`src/rtl/dmt_pkg.sv`:
```
package dmt_pkg;
  typedef enum logic [1:0] {
    M_PRESC  = 2'd0,
    M_WIDE   = 2'd1,
    M_RELOAD = 2'd2,
    M_SPLIT  = 2'd3
  } tmode_e;

  localparam int unsigned BYTE_W = 8;
  localparam int unsigned PRE_W  = 5;
  localparam int unsigned N_TMR  = 2;
endpackage

```
`src/rtl/dmt_pin_sync.sv`:
```
module dmt_pin_sync #(
  parameter int unsigned STAGES = 2
) (
  input  logic clk,
  input  logic rst_n,
  input  logic pin_i,
  output logic lvl_o,
  output logic fall_o
);
  logic [STAGES-1:0] sh_q, sh_n;
  logic              prev_q;

  always_comb begin
    sh_n = {sh_q[STAGES-2:0], pin_i};
  end

  always_ff @(posedge clk or negedge rst_n) begin
    if (!rst_n) begin
      sh_q   <= '0;
      prev_q <= 1'b0;
    end else begin
      sh_q   <= sh_n;
      prev_q <= sh_q[STAGES-1];
    end
  end

  assign lvl_o  = sh_q[STAGES-1];
  assign fall_o = prev_q & ~sh_q[STAGES-1];

  // one falling edge gives a single-cycle event
  p_fall_single_r9: assert property (@(posedge clk) disable iff (!rst_n)
    fall_o |=> !fall_o);
endmodule

```
`src/rtl/dmt_unit.sv`:
```
module dmt_unit
  import dmt_pkg::*;
#(
  parameter int unsigned W         = BYTE_W,
  parameter int unsigned PW        = PRE_W,
  parameter bit          SPLIT_CAP = 1'b1
) (
  input  logic         clk,
  input  logic         rst_n,
  input  tmode_e       mode_i,
  input  logic         en_main_i,
  input  logic         en_hi_i,
  input  logic         wr_lo_i,
  input  logic         wr_hi_i,
  input  logic [W-1:0] wr_data_i,
  output logic [W-1:0] lo_o,
  output logic [W-1:0] hi_o,
  output logic         ovf_main_o,
  output logic         ovf_hi_o
);
  logic [W-1:0]  lo_q, lo_n, hi_q, hi_n;
  logic [PW-1:0] pre_n;
  logic          ovf_main, ovf_hi;

  always_comb begin
    lo_n     = lo_q;
    hi_n     = hi_q;
    pre_n    = lo_q[PW-1:0];
    ovf_main = 1'b0;
    ovf_hi   = 1'b0;
    unique case (mode_i)
      M_PRESC: if (en_main_i) begin
        pre_n          = lo_q[PW-1:0] + 1'b1;
        lo_n[PW-1:0]   = pre_n;
        if (&lo_q[PW-1:0]) begin
          hi_n     = hi_q + 1'b1;
          ovf_main = &hi_q;
        end
      end
      M_WIDE: if (en_main_i) begin
        {hi_n, lo_n} = {hi_q, lo_q} + 1'b1;
        ovf_main     = &{hi_q, lo_q};
      end
      M_RELOAD: if (en_main_i) begin
        if (&lo_q) begin
          lo_n     = hi_q;
          ovf_main = 1'b1;
        end else begin
          lo_n = lo_q + 1'b1;
        end
      end
      M_SPLIT: if (SPLIT_CAP) begin
        if (en_main_i) begin
          lo_n     = lo_q + 1'b1;
          ovf_main = &lo_q;
        end
        if (en_hi_i) begin
          hi_n   = hi_q + 1'b1;
          ovf_hi = &hi_q;
        end
      end
      default: ;
    endcase
    if (wr_lo_i) lo_n = wr_data_i;
    if (wr_hi_i) hi_n = wr_data_i;
  end

  always_ff @(posedge clk or negedge rst_n) begin
    if (!rst_n) begin
      lo_q <= '0;
      hi_q <= '0;
    end else begin
      lo_q <= lo_n;
      hi_q <= hi_n;
    end
  end

  assign lo_o       = lo_q;
  assign hi_o       = hi_q;
  assign ovf_main_o = ovf_main;
  assign ovf_hi_o   = ovf_hi;

  p_hold_idle_r2: assert property (@(posedge clk) disable iff (!rst_n)
    (!en_main_i && !en_hi_i && !wr_lo_i && !wr_hi_i) |=> ($stable(lo_q) && $stable(hi_q)));

  p_wide_wrap_r3: assert property (@(posedge clk) disable iff (!rst_n)
    (mode_i == M_WIDE && en_main_i && lo_q == '1 && hi_q == '1 && !wr_lo_i && !wr_hi_i)
      |=> (lo_q == '0 && hi_q == '0));

  p_reload_keeps_high_r5: assert property (@(posedge clk) disable iff (!rst_n)
    (mode_i == M_RELOAD && en_main_i && lo_q == '1 && !wr_lo_i && !wr_hi_i)
      |=> ($stable(hi_q) && lo_q == hi_q));

  p_presc_upper_kept_r4: assert property (@(posedge clk) disable iff (!rst_n)
    (mode_i == M_PRESC && !wr_lo_i) |=> $stable(lo_q[W-1:PW]));
endmodule

```
`src/rtl/dual_mode_timer.sv`:
```
module dual_mode_timer
  import dmt_pkg::*;
(
  input  logic              clk,
  input  logic              rst_n,
  input  logic              tick_i,
  input  logic [1:0]        ext_pin_i,
  input  logic [1:0]        gate_pin_i,
  input  logic [1:0]        run_i,
  input  logic [1:0]        gate_en_i,
  input  logic [1:0]        cnt_sel_i,
  input  logic [1:0]        mode0_i,
  input  logic [1:0]        mode1_i,
  input  logic              wr_en_i,
  input  logic [1:0]        wr_addr_i,
  input  logic [BYTE_W-1:0] wr_data_i,
  input  logic [1:0]        rd_addr_i,
  output logic [BYTE_W-1:0] rd_data_o,
  input  logic [1:0]        flag_ack_i,
  input  logic [1:0]        flag_wr_i,
  input  logic [1:0]        flag_wdat_i,
  output logic [1:0]        ovf_flag_o
);
  localparam int unsigned NT = N_TMR;

  logic [NT-1:0] gate_lvl, ext_fall, cnt_en;
  logic [NT-1:0] flag_q, flag_n, flag_set;
  logic [BYTE_W-1:0] lo0, hi0, lo1, hi1;
  logic ovf0_main, ovf0_hi, ovf1_main, ovf1_hi;
  logic split;
  tmode_e md0, md1;

  for (genvar g = 0; g < NT; g++) begin : g_pin
    dmt_pin_sync #(.STAGES(2)) u_ext (
      .clk(clk), .rst_n(rst_n), .pin_i(ext_pin_i[g]),
      .lvl_o(), .fall_o(ext_fall[g]));
    logic gate_fall_unused;
    dmt_pin_sync #(.STAGES(2)) u_gate (
      .clk(clk), .rst_n(rst_n), .pin_i(gate_pin_i[g]),
      .lvl_o(gate_lvl[g]), .fall_o(gate_fall_unused));
    assign cnt_en[g] = run_i[g] & (~gate_en_i[g] | gate_lvl[g]) &
                       (cnt_sel_i[g] ? ext_fall[g] : tick_i);
  end

  assign md0   = tmode_e'(mode0_i);
  assign md1   = tmode_e'(mode1_i);
  assign split = (md0 == M_SPLIT);

  dmt_unit #(.W(BYTE_W), .PW(PRE_W), .SPLIT_CAP(1'b1)) u_t0 (
    .clk(clk), .rst_n(rst_n), .mode_i(md0),
    .en_main_i(cnt_en[0]), .en_hi_i(run_i[1] & tick_i),
    .wr_lo_i(wr_en_i && wr_addr_i == 2'd0), .wr_hi_i(wr_en_i && wr_addr_i == 2'd1),
    .wr_data_i(wr_data_i), .lo_o(lo0), .hi_o(hi0),
    .ovf_main_o(ovf0_main), .ovf_hi_o(ovf0_hi));

  dmt_unit #(.W(BYTE_W), .PW(PRE_W), .SPLIT_CAP(1'b0)) u_t1 (
    .clk(clk), .rst_n(rst_n), .mode_i(md1),
    .en_main_i(cnt_en[1] & ~split), .en_hi_i(1'b0),
    .wr_lo_i(wr_en_i && wr_addr_i == 2'd2), .wr_hi_i(wr_en_i && wr_addr_i == 2'd3),
    .wr_data_i(wr_data_i), .lo_o(lo1), .hi_o(hi1),
    .ovf_main_o(ovf1_main), .ovf_hi_o(ovf1_hi));

  assign flag_set[0] = ovf0_main;
  assign flag_set[1] = split ? ovf0_hi : (ovf1_main | ovf1_hi);

  always_comb begin
    for (int i = 0; i < NT; i++) begin
      flag_n[i] = flag_q[i];
      if (flag_ack_i[i]) flag_n[i] = 1'b0;
      if (flag_wr_i[i])  flag_n[i] = flag_wdat_i[i];
      if (flag_set[i])   flag_n[i] = 1'b1;
    end
  end

  always_ff @(posedge clk or negedge rst_n) begin
    if (!rst_n) flag_q <= '0;
    else        flag_q <= flag_n;
  end

  always_comb begin
    unique case (rd_addr_i)
      2'd0:    rd_data_o = lo0;
      2'd1:    rd_data_o = hi0;
      2'd2:    rd_data_o = lo1;
      default: rd_data_o = hi1;
    endcase
  end

  assign ovf_flag_o = flag_q;

  p_flag_set_r11: assert property (@(posedge clk) disable iff (!rst_n)
    (|flag_set) |=> ((ovf_flag_o & $past(flag_set)) == $past(flag_set)));

  p_t1_halt_split_r7: assert property (@(posedge clk) disable iff (!rst_n)
    (split && !(wr_en_i && wr_addr_i[1])) |=> ($stable(lo1) && $stable(hi1)));

  p_t1_mode3_hold_r8: assert property (@(posedge clk) disable iff (!rst_n)
    (md1 == M_SPLIT && !(wr_en_i && wr_addr_i[1])) |=> ($stable(lo1) && $stable(hi1)));
endmodule

```
`config.mk`:
```
export PLATFORM = sky130hd
export DESIGN_NAME = dual_mode_timer
export DESIGN_NICKNAME = d
export VERILOG_FILES = /design/src/rtl/dmt_pkg.sv /design/src/rtl/dmt_pin_sync.sv /design/src/rtl/dmt_unit.sv /design/src/rtl/dual_mode_timer.sv
export SDC_FILE = /design/constraint.sdc
export NUM_CORES = 1
export LEC_CHECK = 0
export BUFFER_PORTS_ARGS = -buffer_cell sky130_fd_sc_hd__buf_2
export CAP_MARGIN = 25
export CORE_MARGIN = 2
export CORE_UTILIZATION = 55
export DETAILED_ROUTE_END_ITERATION = 7
export PLACE_DENSITY = 0.8
export SLEW_MARGIN = 20
export SYNTH_ARGS = -nofsm -noshare
export SYNTH_HDL_FRONTEND = slang
export SYNTH_HIERARCHICAL = 1
export SYNTH_SLANG_ARGS = --single-unit
```
`constraint.sdc`:
```
create_clock -name clk -period 5 [get_ports clk]
set_input_delay 0.25 -clock clk [delete_from_list [all_inputs] [get_ports clk]]
set_output_delay 0.25 -clock clk [all_outputs]
set_load 0.005 [all_outputs]
```
==> metrics, run 1 <==
Net Sw Frac a little over a third; final setup vio count 0; total leakage power approximately 1.5 nW; power share of the clock group 28.5%; dpl cells 479; register share of total power between 40% and 50%; Die ar. 6710 um^2; fin area 3760 um^2; vias per cell ~6.8; kind of critical path reg2reg; Die Width a little over 80 um; Combinational Power Share between 30% and 40%; IO Pins 46; Crit Path Max Fanout 12; final WL 9.37 mm; gr usage total between 20 and 30%; Die Ht a little over 80 um; vias in the first global route between 3000 and 4000; Post-CTS Setup Repair Bufs 0; hold_buf cts 0; share of layout cells above drive strength 1 between 20 and 25%; CP startpoint kind register; most frequent cells in the layout dfrtp_1, buf_2, nand3_1, o21ai_0, nand2_1; CTS tree built; Detail Route Antenna Nets 0; syn_nets about 420; CTS buffer count 5; GRT overflow 0; Diodes inserted 0; Placed Area approximately 3600 um^2; Placeable Area a little under 6000 um^2; Worst-Margin Slew between 0.7 and 0.8 ns; Peak VDD IR approximately 0.17 mV; Final Non-Filler Cells around 500; RD Place Congestion ~0.93; PwrDens about 360 nW/um^2; Iter 0 DRT Violations between 300 and 400; Fmax achieved approximately 360 MHz; worst reg2reg setup slack 2.24 ns; CTS Root Cell clkbuf_8; syn_area_per_cell 9.00 um^2; headroom to the max-slew limit 51.8%; Period Utilization, post-route around 55%; Max Cap Viol 0; CTS sink cnt 44; Final Hold Fails 0; Cell Area, Synth roughly 3300 um^2; post_cts resized 0; Pre-Repair DR Iteration Count 5; TNS Setup 0 ns; routed vias between 3000 and 4000; Synth warnings 6; Initial Utilization a little under three fifths; Power Internal a little under 0.0009 W; I/O Buffers 45; critical path arrival around 3 ns; Pwr Total 0.00134 W; antenna violations before repair 0; fin util ~64%; status finished, final reports clean; Critical Path End Type register; first-pass GRT wire length about 15 mm; largest net degree at the start of global routing 45; synthesized instance count around 370; min cycle time layout about 2.8 ns; Layout Skew around 0.0075 ns; routed length per instance ~19 um; Detail Placement HPWL just under 7 mm; site row count 28; Clk Latency, worst-skew pair roughly 0.3 ns; RSZ-0062 raised after global routing false; final slew viol count 0; Hold Crit Class in2reg; Residual DRC 0; nets@finish 462; Switch Pwr 0.000474 W; Longest Clk Path Bufs 2; critical path data required time about 5.2 ns; H-tree Lvls 2; Area Overhead vs Synth 12.5%; Worst-path clk slew roughly 0.090 ns
-- worst paths after layout --
path	start	endpoint	cells past startpoint
setup / recovery	u_t0/lo_o[0]$_DFFE_PN0P_	u_t0/hi_o[6]$_DFFE_PN0P_	8
hold / removal	ext_pin_i[0]	g_pin[0].u_ext/sh_q[0]$_DFF_PN0_	1
setup reg to reg	u_t0/lo_o[0]$_DFFE_PN0P_	u_t0/hi_o[6]$_DFFE_PN0P_	8
hold reg to reg	g_pin[1].u_ext/sh_q[0]$_DFF_PN0_	g_pin[1].u_ext/sh_q[1]$_DFF_PN0_	0
max in group asynchronous	rst_n	g_pin[1].u_gate/sh_q[0]$_DFF_PN0_	2
min in group asynchronous	rst_n	u_t0/hi_o[4]$_DFFE_PN0P_	2
-- power groups by stage --
stage	clock (W)	combinational, W	sequential (W)
global route	0.000404	0.000445	0.000567
detailed placement	0	0.000391	0.000559
global placement	0	0.000383	0.000558
floorplan	0	0.000292	0.000512
CTS	0.000387	0.000394	0.000551
finish	0.000382	0.000402	0.000556
-- layout make-up --
class                           count  area, um^2
Clock buffer                        5        68.8
Clock inverter                      3        90.1
Fill cell                         526        2130
Inverter                           21        78.8
Multi-Input combinational cell    292        2070
Sequential cell                    44        1100
Tap cell                           75        93.8
Timing Repair Buffer               48         253
-- critical path: stages (launching register included) --
cell and delay [ns]:
dfrtp_1 0.48, ha_1 0.22, nand3_1 0.22, inv_1 0.23, ha_1 0.21, a21boi_1 0.09, or4_4 0.52, or4b_1 0.54
a31oi_1 0.17
-- metrics by stage --
stage	hold slack (ns)	setup WS [ns]
global placement	0.332	2.42
finish	0.0509	2.24
CTS	0.0415	2.28
global route	0.0418	2.09
floorplan	-0.0456	2.39
detailed placement	0.338	2.31
-- per-layer routing --
metal	up-vias	track usage, %	wire [um]
met3	25	6.26	807
met4	0	13.2	309
met1	1597	39.4	3880
met5	-	0	0
met2	175	47.7	4380
li1	1517	-	-
-- registers in the layout, indices dropped and copies added, names as in the netlist --
register	cells
u_t0/hi_o	8
g_pin.u_ext/prev_q	2
u_t1/lo_o	8
g_pin.u_ext/sh_q	4
g_pin.u_gate/sh_q	4
u_t1/hi_o	8
u_t0/lo_o	8
ovf_flag_o	2
Power figures use the tool's default switching activity.
==> run 2, diff against run 1 <==
Settings changed: CORE_UTILIZATION 55 to 53.
Clock period 5 ns to 2.4 ns, I/O delays scaled along.
==> metrics, run 2 (same netlist as run 1, synthesis figures left out) <==
total leakage power about 1.6 nW; Crit Path Max Fanout 6; min cycle time layout roughly 2.4 ns; Critical Path End Type register; Pre-Repair DR Iteration Count 8; Crit path max-delay family simple AND/OR/NAND/NOR gates; dpl cells 493; Residual DRC 0; CTS sink cnt 44; Detail Placement HPWL ~7.2 mm; Peak VDD IR between 0.4 and 0.5 mV; Fmax achieved ~420 MHz; site row count 28; routed vias between 3000 and 4000; vias in the first global route 3085; nets@finish roughly 480; critical path data required time ~2.6 ns; RSZ-0062 raised after global routing true; Die Ht 83.4 um; Final Hold Fails 0; largest net degree at the start of global routing 29; first-pass GRT wire length ~16 mm; Clk Latency, worst-skew pair ~0.30 ns; H-tree Lvls 2; Longest Clk Path Bufs 2; Critical R2R Launch u_t0/lo_o[1]$_DFFE_PN0P_; headroom to the max-slew limit between 50% and 60%; commonest non-fill, non-tap cell in the layout buf_2; cell mode on critical path or4_4; CTS Root Cell clkbuf_8; Die Width ~83 um; Hold Crit Class in2reg; Buf+Inv Stages, Crit Path 1; Final Non-Filler Cells 509; CTS tree built; most frequent cells in the layout buf_2, dfrtp_1, nand3_1, o21ai_0, nand2_1; Pwr Total 0.00292 W; Diodes inserted 0; kind of critical path reg2reg; PwrDens about 740 nW/um^2; Placeable Area ~6000 um^2; Detail Route Antenna Nets 0; routed length per instance between 15 and 20 um; pre-CTS WS approximately 0.053 ns; Slowest-stage cell, CP or4_4; CTS buffer count 5; final slew viol count 0; Hold Path Origin flag_wdat_i[0]; Area Overhead vs Synth 18.7%; Iter 0 DRT Violations between 400 and 500; TNS Setup 0 ns; Die ar. between 6000 and 7000 um^2; worst reg2reg setup slack 0.03 ns; Layout Skew 0.00413 ns; reg2reg end u_t0/hi_o[4]$_DFFE_PN0P_; antenna violations before repair 0; I/O Buffers 45; GRT overflow 0; CP cell instances ha_4, nand3_2, inv_4, ha_1, a21boi_1, or4_4, or4_4, a31oi_1; Worst-path clk slew about 0.090 ns; share of layout cells above drive strength 1 roughly 25%; Worst-Margin Slew between 0.6 and 0.7 ns; CP startpoint kind register; IO Pins 46; Final WS setup 0.0263 ns; vias per cell ~6.7; final setup vio count 0; worst reg-to-reg path cell count 8; RD Place Congestion roughly 0.96; Period Utilization, post-route about 99%; hold path depth 2; final WL roughly 10 mm; gr usage total about 28%; final hold slack 0.0605 ns; crit-path max cell delay 0.55 ns; Initial Utilization between 50% and 60%; critical path arrival ~2.6 ns; Max Cap Viol 0; status finished, final reports clean; hold path endpoint ovf_flag_o[0]$_DFFE_PN0P_
[run 2: worst max path at each step]
stage                                                 from                       end  cells past startpoint
after CTS                 g_pin[0].u_ext/sh_q[1]$_DFF_PN0_  u_t0/hi_o[4]$_DFFE_PN0P_                      7
final                             u_t0/lo_o[1]$_DFFE_PN0P_  u_t0/hi_o[4]$_DFFE_PN0P_                      8
after detailed placement  g_pin[0].u_ext/sh_q[1]$_DFF_PN0_  u_t0/hi_o[4]$_DFFE_PN0P_                      7
after global placement    g_pin[0].u_ext/sh_q[1]$_DFF_PN0_  u_t0/hi_o[4]$_DFFE_PN0P_                      7
after global routing              u_t0/lo_o[1]$_DFFE_PN0P_  u_t0/hi_o[4]$_DFFE_PN0P_                      8
after floorplan                   u_t0/lo_o[0]$_DFFE_PN0P_  u_t0/hi_o[2]$_DFFE_PN0P_                      9
[run 2: stage by stage]
step | utilization [%] | instance area (um^2)
floorplan | - | 3350
global placement | 61.7 | 3700
detailed placement | 61.7 | 3700
CTS | 65.2 | 3910
global route | 66.2 | 3960
finish | 66.2 | 3960
[run 2: per-layer routing]
| metal | track usage [%] | routed length, um | vias up |
|---|---|---|---|
| li1 | - | - | 1551 |
| met5 | 0 | 0 | - |
| met3 | 4.27 | 732 | 29 |
| met1 | 36.4 | 4130 | 1651 |
| met2 | 48.7 | 4910 | 183 |
| met4 | 6.86 | 225 | 0 |
[run 2: final cells by class]
| class | count | area, um^2 |
|---|---|---|
| repair buffers | 69 | 415 |
| multi-input cells | 292 | 2110 |
| clock buffers | 5 | 68.8 |
| inverters | 21 | 81.3 |
| flip-flops and latches | 44 | 1100 |
| fillers | 490 | 2030 |
| well taps | 75 | 93.8 |
| clock inverters | 3 | 90.1 |
[run 2: worst register-to-register path: cells and delay by family (launching register included)]
kind | cells | cell delay, ns
adder cells (fa/ha/maj) | 2 | 0.33
AO/OA/AOI/OAI | 2 | 0.28
AND/OR/NAND/NOR | 3 | 1.19
buffers and inverters | 1 | 0.10
flip-flops | 1 | 0.39
[run 2: report_power, final]
group | switching (W) | internal (W)
clock | 0.000263 | 0.000520
combinational | 0.000524 | 0.000483
sequential | 0.000244 | 0.000882
total | 0.00103 | 0.00189
[run 2: repair_timing]
action                                  in CTS  in global routing
hold endpoints to repair                    30                  0
endpoints found under the setup margin       0                  4
setup buffers                                0                  3
hold buffers                                 5                  0
resized for setup                            0                  8
==> run 3, diff against run 2 <==
Settings changed: ABC_CLOCK_PERIOD_IN_PS set to 2400, BUFFER_PORTS_ARGS -buffer_cell sky130_fd_sc_hd__buf_2 to not set, CORE_UTILIZATION 53 to 55, DONT_BUFFER_PORTS set to 1, PLACE_DENSITY 0.8 to 0.76.
==> metrics, run 3 (same netlist as run 1, synthesis figures left out) <==
Net Sw Frac roughly two fifths; Die Ht roughly 80 um; Max Cap Viol 0; commonest non-fill, non-tap cell in the layout dfrtp_1; PwrDens around 670 nW/um^2; final slew viol count 0; min cycle time layout approximately 2.3 ns; gr usage total between 30 and 40%; vias per cell 6.87; nets@finish around 450; Die ar. roughly 6700 um^2; share of layout cells above drive strength 1 15.9%; CTS buffer count 5; Longest Clk Path Bufs 2; total leakage power 1.49 nW; Combinational Power Share 35.8%; routed length per instance approximately 21 um; Detail Route Antenna Nets 0; Die Width about 80 um; RD Place Congestion 1.02; hold path endpoint u_t1/lo_o[4]$_DFFE_PN0P_; Final Hold Fails 0; GRT overflow 0; CP startpoint kind register; Fmax achieved 434 MHz; vias in the first global route slightly above 3000; Switch Pwr roughly 0.00099 W; Hold Crit Class in2reg; Crit Path Max Fanout 6; CTS tree built; critical path data required time 2.65 ns; Diodes inserted 0; worst reg-to-reg path cell count 9; Area Overhead vs Synth 14.2%; CTS Root Cell clkbuf_8; Peak VDD IR roughly 0.35 mV; Clk Latency, worst-skew pair between 0.3 and 0.4 ns; Pre-Repair DR Iteration Count 5; reg2reg end u_t0/hi_o[0]$_DFFE_PN0P_; largest net degree at the start of global routing 45; most frequent cells in the layout dfrtp_1, nand3_1, o21ai_0, nand2_1, nor2_1; kind of critical path reg2reg; Critical R2R Launch u_t0/lo_o[1]$_DFFE_PN0P_; Worst-path clk slew roughly 0.09 ns; power share of the clock group 19.8%; Placeable Area around 5900 um^2; final setup vio count 0; Layout Skew 0.0108 ns; H-tree Lvls 2; Residual DRC 0; antenna violations before repair 0; headroom to the max-slew limit between 50% and 60%; Period Utilization, post-route 95.9%; site row count 28; register share of total power 44.4%; critical path arrival 2.55 ns; fin util 64.8%; routed vias about 3300; worst reg2reg setup slack 0.1 ns; Initial Utilization a little under three fifths; Detail Placement HPWL between 7 and 8 mm; CTS sink cnt 44; final WL 9.89 mm; first-pass GRT wire length about 16 mm; I/O Buffers 0; Iter 0 DRT Violations 330; hold path depth 2; Critical Path End Type register; Hold Path Origin wr_data_i[4]; Pwr Total between 0.002 and 0.003 W; Worst-Margin Slew between 0.6 and 0.7 ns; status finished, final reports clean; IO Pins 46; Power Internal between 0.0015 and 0.002 W
run 3: cell types whose count changed in the layout (fill, tap and decap cells not counted), sizes merged:
cell | before | now
buf | 63 | 20
bufinv | 3 | 0
clkbuf | 6 | 7
clkinvlp | 0 | 2
dlygate4sd3 | 5 | 16
run 3: worst max path at each step:
stage                     slack, ns                  endpoint                     start  depth (start not counted)
final                           0.1  u_t0/hi_o[0]$_DFFE_PN0P_  u_t0/lo_o[1]$_DFFE_PN0P_                          9
after global routing          -0.02  u_t0/hi_o[4]$_DFFE_PN0P_  u_t0/lo_o[1]$_DFFE_PN0P_                          8
after CTS                      0.06  u_t0/hi_o[4]$_DFFE_PN0P_  u_t0/lo_o[1]$_DFFE_PN0P_                          8
after detailed placement       0.09  u_t0/hi_o[4]$_DFFE_PN0P_  u_t0/lo_o[0]$_DFFE_PN0P_                          8
after global placement         0.16  u_t0/hi_o[6]$_DFFE_PN0P_  u_t0/lo_o[0]$_DFFE_PN0P_                          8
after floorplan                0.03  u_t0/hi_o[2]$_DFFE_PN0P_  u_t0/lo_o[0]$_DFFE_PN0P_                          9
run 3: cell type report:
cell class	count	area [um^2]
inverters	21	78.8
well taps	75	93.8
flip-flops and latches	44	1100
repair buffers	37	335
fillers	485	2070
clock buffers	6	82.6
clock inverters	2	15.0
multi-input cells	292	2110
run 3: power by group through the flow:
| stage | clock network [W] | logic, W | registers, W |
|---|---|---|---|
| 6_report | 0.000506 | 0.000914 | 0.00114 |
| 5_1_grt | 0.000551 | 0.00101 | 0.00116 |
| 4_1_cts | 0.000520 | 0.000868 | 0.00112 |
| 3_5_place_dp | 0 | 0.000815 | 0.00114 |
| 3_3_place_gp | 0 | 0.000795 | 0.00113 |
| 2_1_floorplan | 0 | 0.000611 | 0.00107 |
run 3: worst max-delay path, cell delays in order (launching register included):
cell	delay, ns
dfrtp_1	0.36
ha_2	0.21
nand3_2	0.10
inv_2	0.11
ha_4	0.13
a21boi_1	0.07
or4_4	0.55
buf_4	0.17
or4_1	0.46
nand3_1	0.09
run 3: metrics by stage:
step | hold WS (ns) | TNS [ns] | std cells | instance area, um^2 | setup WS, ns
2_1_floorplan | -0.176 | 0 | 371 | 3350 | 0.0345
3_3_place_gp | -0.175 | 0 | 445 | 3460 | 0.161
3_5_place_dp | -0.174 | 0 | 445 | 3460 | 0.0866
4_1_cts | 0.0239 | 0 | 470 | 3740 | 0.0627
5_1_grt | 0.0214 | -0.0341 | 477 | 3810 | -0.0160
6_report | 0.0287 | 0 | 477 | 3810 | 0.0974
run 3: what timing repair did:
item                                   CTS  global route
endpoints found under the hold margin   69             0
buffers inserted                         0             7
gates resized for setup                  0             5
hold buffers                            17             0
setup endpoints to repair                0             4
run 3: layer usage:
layer	global-route usage, %	up-vias	wire length [um]	share of wire [%]
met5	0	-	0	0
met4	13.2	0	369	3.7
met3	6.70	39	924	9.3
met2	49.3	199	4630	47
met1	40.6	1547	3970	40
li1	-	1494	-	-
